==> config.mk <==
export PLATFORM = sky130hd
export DESIGN_NAME = slot_sel_decoder
export DESIGN_NICKNAME = d
export VERILOG_FILES = /design/src/rtl/slot_sel_pkg.sv /design/src/rtl/sel_table_shift.sv /design/src/rtl/sel_lookup.sv /design/src/rtl/slot_sel_decoder.sv
export SDC_FILE = /design/constraint.sdc
export NUM_CORES = 1
export LEC_CHECK = 0
export BUFFER_PORTS_ARGS = -buffer_cell sky130_fd_sc_hd__buf_2
export CORE_UTILIZATION = 30
export DETAILED_ROUTE_END_ITERATION = 10
export SYNTH_ARGS = -nofsm -noshare
export SYNTH_HDL_FRONTEND = slang
export SYNTH_SLANG_ARGS = --single-unit
==> constraint.sdc <==
create_clock -name clk -period 1.5 [get_ports clk]
set_clock_uncertainty 0.2 [all_clocks]
set_input_delay 0.3 -clock clk [delete_from_list [all_inputs] [get_ports clk]]
set_output_delay 0.3 -clock clk [all_outputs]
set_load 0.02 [all_outputs]
==> src/rtl/slot_sel_pkg.sv <==
package slot_sel_pkg;

    // Load state of the serial table
    typedef enum logic {
        PH_IDLE  = 1'b0,
        PH_BURST = 1'b1
    } load_phase_e;

    // True when a field value is the reserved "nobody" code (all ones)
    function automatic logic field_is_reserved(input logic [31:0] field, input int unsigned width);
        logic [31:0] top;
        top = (32'd1 << width) - 32'd1;
        return (field == top);
    endfunction

endpackage

==> src/rtl/sel_table_shift.sv <==
module sel_table_shift
    import slot_sel_pkg::*;
#(
    parameter int SEL_W = 4,
    localparam int DEPTH = 1 << SEL_W
) (
    input  logic             clk,
    input  logic             rst,
    input  logic             cfg_shift,
    input  logic             cfg_bit,
    output logic [DEPTH-1:0] table_q,
    output logic             busy,
    output logic             unconfigured
);

    logic [SEL_W-1:0] shift_cnt;
    load_phase_e      phase;

    always_ff @(posedge clk) begin
        if (rst) begin
            table_q   <= '1;
            shift_cnt <= '0;
        end else if (cfg_shift) begin
            table_q   <= {cfg_bit, table_q[DEPTH-1:1]};
            shift_cnt <= shift_cnt + {{(SEL_W-1){1'b0}}, 1'b1};
        end
    end

    assign phase        = (shift_cnt != '0) ? PH_BURST : PH_IDLE;
    assign busy         = cfg_shift || (phase == PH_BURST);
    assign unconfigured = &table_q;

    // reset fills the table with ones
    p_reset_fill_r1: assert property (@(posedge clk) rst |=> (&table_q));

    // a shift loads the serial bit into the top entry
    p_shift_in_r2: assert property (@(posedge clk) disable iff (rst)
        cfg_shift |=> (table_q[DEPTH-1] == $past(cfg_bit)));

    // no shift strobe, table keeps its contents
    p_hold_r2: assert property (@(posedge clk) disable iff (rst)
        !cfg_shift |=> $stable(table_q));

endmodule

==> src/rtl/sel_lookup.sv <==
module sel_lookup
    import slot_sel_pkg::*;
#(
    parameter int SEL_W = 4,
    localparam int DEPTH = 1 << SEL_W
) (
    input  logic [DEPTH-1:0] table_q,
    input  logic [SEL_W-1:0] field,
    input  logic             bus_en,
    input  logic             bus_rd,
    input  logic             blocked,
    output logic             sel,
    output logic             rd
);

    logic [DEPTH-1:0] hit;

    // One hit term per table entry; the reserved top code never hits
    for (genvar i = 0; i < DEPTH; i++) begin : g_entry
        localparam logic IS_RSV = (i == DEPTH - 1);
        assign hit[i] = table_q[i] && (field == SEL_W'(i)) && !IS_RSV;
    end

    assign sel = bus_en && !blocked && (|hit);
    assign rd  = sel && bus_rd;

    // hit vector never selects through the reserved code
    always_comb begin
        if (field_is_reserved(32'(field), SEL_W))
            a_rsv_no_hit_r5: assert (hit == '0);
    end

endmodule

==> src/rtl/slot_sel_decoder.sv <==
module slot_sel_decoder
    import slot_sel_pkg::*;
#(
    parameter int SEL_W = 4,
    parameter int IDX_W = 8,
    localparam int ADDR_W = SEL_W + IDX_W,
    localparam int DEPTH  = 1 << SEL_W
) (
    input  logic              clk,
    input  logic              rst,
    input  logic [ADDR_W-1:0] bus_addr,
    input  logic              bus_en,
    input  logic              bus_rd,
    input  logic              cfg_shift,
    input  logic              cfg_bit,
    output logic              mod_sel,
    output logic              mod_rd,
    output logic              mod_rst,
    output logic [IDX_W-1:0]  mod_reg_idx
);

    logic [DEPTH-1:0] table_q;
    logic             busy;
    logic             unconfigured;
    logic [SEL_W-1:0] field;

    assign field       = bus_addr[IDX_W +: SEL_W];
    assign mod_reg_idx = bus_addr[IDX_W-1:0];
    assign mod_rst     = unconfigured;

    sel_table_shift #(.SEL_W(SEL_W)) u_table (
        .clk          (clk),
        .rst          (rst),
        .cfg_shift    (cfg_shift),
        .cfg_bit      (cfg_bit),
        .table_q      (table_q),
        .busy         (busy),
        .unconfigured (unconfigured)
    );

    sel_lookup #(.SEL_W(SEL_W)) u_lookup (
        .table_q (table_q),
        .field   (field),
        .bus_en  (bus_en),
        .bus_rd  (bus_rd),
        .blocked (busy || unconfigured),
        .sel     (mod_sel),
        .rd      (mod_rd)
    );

    // no select without a bus access
    p_sel_needs_en_r10: assert property (@(posedge clk) disable iff (rst)
        mod_sel |-> bus_en);

    // a read strobe needs both select and a read access
    p_rd_needs_sel_r6: assert property (@(posedge clk) disable iff (rst)
        mod_rd |-> (mod_sel && bus_rd));

    // reserved field value never selects
    p_no_sel_reserved_r5: assert property (@(posedge clk) disable iff (rst)
        (field == '1) |-> !mod_sel);

    // no select while a load burst is open
    p_no_sel_busy_r7: assert property (@(posedge clk) disable iff (rst)
        cfg_shift |-> !mod_sel);

    // module held in reset never sees a select
    p_no_sel_in_reset_r11: assert property (@(posedge clk) disable iff (rst)
        mod_rst |-> !mod_sel);

endmodule

== Word-level counts from Yosys, hierarchy flattened ==
Cells that the tools add are included.
W data, S select, Z words.

* Reduce and logical (&&, ||, !) cells: 25
* Muxes and demuxes: 1
* Eq/ne operators: 14
* Add/subtract/negate cells: 1

{| class="wikitable"
|+ Operator list
! cell !! number
|-
| $eq A4 B4 Y1 const B || 7
|-
| $logic_and A1 B1 Y1 || 18
|-
| $eq A4 B3 Y1 const B || 4
|-
| $reduce_and A16 Y1 || 1
|-
| $reduce_or A15 Y1 || 1
|-
| $eq A4 B2 Y1 const B || 2
|-
| $add A4 B1 Y4 const B || 1
|-
| $eq A4 B1 Y1 const B || 1
|-
| $logic_not A4 Y1 || 1
|-
| $reduce_bool A4 Y1 || 1
|-
| $logic_or A1 B1 Y1 || 2
|-
| $logic_not A1 Y1 || 1
|-
| $mux W1 || 1
|}

* Output and inout port bits: 11
* Bits of input ports: 18
* Register bits after elaboration: 20

== Depth between registers and ports, before layout ==
* Depth after elaboration: 8
* Mapped depth: 6
* Depth with buffers taken out: 6

== Cells and area by module ==
From an unflattened synthesis, not the netlist that was laid out.

* Cell total of the unflattened synthesis: 112
* Area total of the unflattened synthesis: 1104.8 um2

{| class="wikitable"
|+ By module, submodules not included
! module !! area an instance (um2) !! cells an instance !! times used
|-
| sel_table_shift || 838.3 || 79 || 1
|-
| sel_lookup || 200.2 || 24 || 1
|-
| slot_sel_decoder || 66.3 || 9 || 1
|}

== Worst setup path after synthesis ==
Ideal clock, no wire load.

* Path type: register to output
* Start point: register u_table.shift_cnt[0]
* End point: output port mod_rd
* Cell stages (with the launch flop): 7
* Path buffers: 0
* Setup slack: -0.280 ns
* Data arrival time: 1.280 ns
* Required time: 1.000 ns
* Cells stage by stage: dfxtp_1 inv_1 ha_1 nand2_1 nor4_1 nand3_2 a21oi_1

* Cells in the longest elaborated chain, start to end: 8

{| class="wikitable"
|+ RTL lines
! element !! line !! RTL
|-
| start: declaration || sel_table_shift.sv:16 || <nowiki>logic [SEL_W-1:0] shift_cnt;</nowiki>
|-
| start signal: assignment || sel_table_shift.sv:25 || <nowiki>shift_cnt <= shift_cnt + {{(SEL_W-1){1'b0}}, 1'b1};</nowiki>
|-
| $reduce_bool A4 Y1 || sel_table_shift.sv:29 || <nowiki>assign phase = (shift_cnt != '0) ? PH_BURST : PH_IDLE;</nowiki>
|-
| $mux W1 || sel_table_shift.sv:29 ||
|-
| $logic_or A1 B1 Y1 || sel_table_shift.sv:30 || <nowiki>assign busy = cfg_shift || (phase == PH_BURST);</nowiki>
|-
| $logic_or A1 B1 Y1 || slot_sel_decoder.sv:46 || <nowiki>.blocked (busy || unconfigured),</nowiki>
|-
| $logic_not A1 Y1 || sel_lookup.sv:24 || <nowiki>assign sel = bus_en && !blocked && (|hit);</nowiki>
|-
| $logic_and A1 B1 Y1 (2 in series) || sel_lookup.sv:24 ||
|-
| $logic_and A1 B1 Y1 || sel_lookup.sv:25 || <nowiki>assign rd = sel && bus_rd;</nowiki>
|-
| end: declaration || slot_sel_decoder.sv:17 || <nowiki>output logic mod_rd,</nowiki>
|}

Every way passes these cells.

== Final worst setup path ==
* Start point: register u_table.table_q[11]
* End point: output port mod_rd

* Cells in the longest elaborated chain, start to end: 6
* Elaborated cells between the ends (all ways): 8
* Classes of those cells: reduce/logical: 8

{| class="wikitable"
|+ RTL lines
! element !! line !! RTL
|-
| start: declaration || sel_table_shift.sv:11 || <nowiki>output logic [DEPTH-1:0] table_q,</nowiki>
|-
| start signal: assignment || sel_table_shift.sv:24 || <nowiki>table_q <= {cfg_bit, table_q[DEPTH-1:1]};</nowiki>
|-
| $reduce_and A16 Y1 || sel_table_shift.sv:31 || <nowiki>assign unconfigured = &table_q;</nowiki>
|-
| $logic_or A1 B1 Y1 || slot_sel_decoder.sv:46 ||
|-
| $logic_not A1 Y1 || sel_lookup.sv:24 ||
|-
| $logic_and A1 B1 Y1 || sel_lookup.sv:24 ||
|-
| $logic_and A1 B1 Y1 * || sel_lookup.sv:24 ||
|-
| $logic_and A1 B1 Y1 * || sel_lookup.sv:25 ||
|}

Every way passes the cells marked *; elsewhere a longest branch is shown, timed or not.

==> metrics.yaml <==
dieHeight_um: 60.16
postRouteAntennaNets: 0
p_total_mw: 1.012
post_drt_wl_per_cell_um: 12.16
tritoncts.num_buffers: 3
route.detailed.drc: 0
clock_latency_ns: 0.29
coreArea_sq_um: 3128
critPathTopFamily: "multiplexers"
die_area_sq_um: 3619
synthDistinctLibCells: 28
cts_tree: "done"
dp_hpwl_um: 1640
dp_slack_ns: -0.4412
ir_drop_mv: 0.2138
slew-limit-headroom_pct: 76.62
period_share_pct: 140.8
synth-seq-area-share_pct: 39.46
antenna_found_initial: 0
grt_pass1_wl_um: 3567
clkSlewWorstSetupHoldPaths_ns: 0.10
grt_pass1_vias: 811
vias: 810
critPathMaxFanout: 4
path_buf_inv: 1
crit_path_end_kind: "output port"
grt_usage_pct: 13.31
cp_slowest_cell: "mux4_2"
tightest_slew_ns: 0.3481
first_iter_violations: 58
cts_hold_buf: 0
area_growth_pct: 34.16
ys_seq_elements: 20
portBuffers: 12
rsz0062_at_grt: "yes"
hold_class: "in -> reg"
multi_input_area_sq_um: 586.8
violations: "negative setup slack"
nets: 156
cap_violations: 0
max_freq_mhz: 473.5
die_width_um: 60.16
fin_crit_ns: 2.112
yosys_warnings: 0
layout-drive-gt1-share_pct: 48.51
antenna_cells: 0
path_class: "reg -> out"
startpoint_type: "flip-flop"
dr.pass1.iters: 4
clockBufferDepth: 2
register_area_sq_um: 415.4
ios: 29
clock_sinks: 20
cts_root_buf: "clkbuf_4"
hold_viol: 0
avgSynthCellArea_sq_um: 9.396
globalplace.congestion: 0.7272
cp.arrival_ns: 1.61
crit_chain: "mux4_2, o211ai_4, a21oi_4, buf_6"
crit_required_ns: 1.00
start_util_pct: 32.44
routed_wirelength_um: 2164
nFillCells: 295
fin_area_sq_um: 1361
drv_slew: 0
layout_setup_ws_ns: -0.6118
num_rows: 20
syn_nets: 128
cts_htree_levels: 1
cp_slowest_stage_delay_ns: 0.51
p_per_area_nw_per_um2: 743.1
outcome: "finished, violations left"
grt_max_degree: 24
syn-instance-count: 108
placed_area_sq_um: 1274
syn_area_sq_um: 1015
leakagePower_nw: 0.6079
vias_per_cell: 4.551
finalSetupViolations: 3
grt_overflow: 0
-- cell usage after synthesis --
library cell / n / area, sq um
nor3_1: 1 / 5.000
clkbuf_1: 2 / 7.510
o221ai_1: 1 / 8.760
a21oi_1: 2 / 10.01
xnor2_1: 1 / 8.760
a211o_1: 2 / 17.52
o22ai_1: 1 / 6.260
nand4_1: 5 / 31.28
ha_1: 2 / 25.02
nor2b_1: 2 / 12.51
dfxtp_1: 20 / 400.4
buf_2: 2 / 10.01
nand2_1: 18 / 67.56
inv_2: 1 / 3.750
mux2i_1: 19 / 190.2
buf_4: 9 / 67.56
xor2_1: 2 / 17.52
o211ai_1: 1 / 7.510
nor3b_1: 1 / 7.510
or4_4: 1 / 11.26
inv_1: 5 / 18.77
o211ai_2: 1 / 12.51
nand3_2: 1 / 10.01
nor2_1: 4 / 15.01
o31ai_1: 1 / 7.510
mux4_2: 1 / 22.52
nor4_1: 1 / 6.260
nand2b_1: 1 / 6.260
-- stage by stage --
step / TNS [ns] / cells / util [%] / hold slack (ns)
2_1_floorplan: -0.4265 / 108 / - / 0.1724
3_5_place_dp: -1.138 / 174 / 40.72 / 0.3269
3_3_place_gp: -1.025 / 174 / 40.72 / 0.2985
5_1_grt: -1.944 / 178 / 43.52 / 0.009131
6_report: -1.738 / 178 / 43.52 / 0.02641
4_1_cts: -1.844 / 178 / 42.68 / 0.01753
-- registers in the layout, indices dropped and copies added, names as in the netlist --
| name | count |
|---|---|
| u_table.shift_cnt | 4 |
| u_table.table_q | 16 |
-- final timing paths --
check,start,to,slack (ns),depth (start not counted)
setup / recovery,u_table.table_q[11],mod_rd,-0.61,4
setup reg to reg,u_table.shift_cnt[0],u_table.shift_cnt[2],0.29,5
hold reg to reg,u_table.table_q[0],u_table.table_q[0],0.31,2
hold / removal,cfg_bit,u_table.table_q[15],0.03,3
-- what timing repair did --
| item | CTS | global route |
|---|---|---|
| endpoints found under the setup margin | 3 | 3 |
| pin swaps | 5 | 4 |
| resized for setup | 17 | 6 |
| setup buffers | 1 | 0 |
-- metal layers --
| metal | global-route usage, % | part of all wire (%) | up-vias |
|---|---|---|---|
| met3 | 0.6494 | 1.8 | 4 |
| met1 | 16.67 | 45 | 378 |
| met2 | 23.23 | 52 | 7 |
| li1 | - | - | 421 |
| met5 | 0 | 0 | - |
| met4 | 5.980 | 0.28 | 0 |
-- cell type report --
| cell class | instances | area share (%) |
|---|---|---|
| multi-input combinational | 69 | 43.11 |
| sequential | 20 | 30.51 |
| timing repair buffer | 36 | 19.03 |
| tap | 44 | 4.044 |
| clock buffer | 3 | 1.654 |
| inverter | 6 | 1.654 |
-- tightest hold or removal path: stages --
cell,delay [ns]
buf_2,0.08
mux2i_1,0.05
nand2_1,0.05
-- cell usage in the layout (no fill, tap or decap) --
master / instances
mux4_2: 1
o22ai_1: 1
nand2_1: 17
clkbuf_4: 3
nor2_1: 4
nand2_2: 1
nand3_4: 1
o211ai_4: 1
buf_2: 9
nor3_1: 1
dfxtp_1: 8
xor2_1: 2
buf_4: 24
nor4_4: 1
mux2i_1: 19
ha_1: 2
inv_1: 4
buf_6: 3
o211ai_1: 1
o31ai_2: 1
nor3b_2: 1
o221ai_2: 1
inv_2: 2
dfxtp_2: 12
or4_4: 1
a21oi_4: 2
nand2b_4: 1
nor2b_1: 2
a211o_1: 2
xnor2_1: 1
nand4_1: 5
-- where the power goes --
part | internal, mW | switching (mW)
clock | 0.0932 | 0.148
combinational | 0.105 | 0.109
sequential | 0.547 | 0.00977
total | 0.744 | 0.267
-- logic make-up (layout without fill, tap and decap cells) --
kind of cell / after synthesis / in the layout / synth area share [%]
and+or+nand+nor: 35 / 35 / 17.02
muxes: 20 / 20 / 20.96
DFF: 20 / 20 / 39.46
buffers and inverters: 19 / 45 / 10.60
AOI/OAI and AO/OA: 9 / 9 / 6.906
xor gates and xnor gates: 3 / 3 / 2.590
adders and majority gates: 2 / 2 / 2.466
Power figures use the tool's default switching activity.
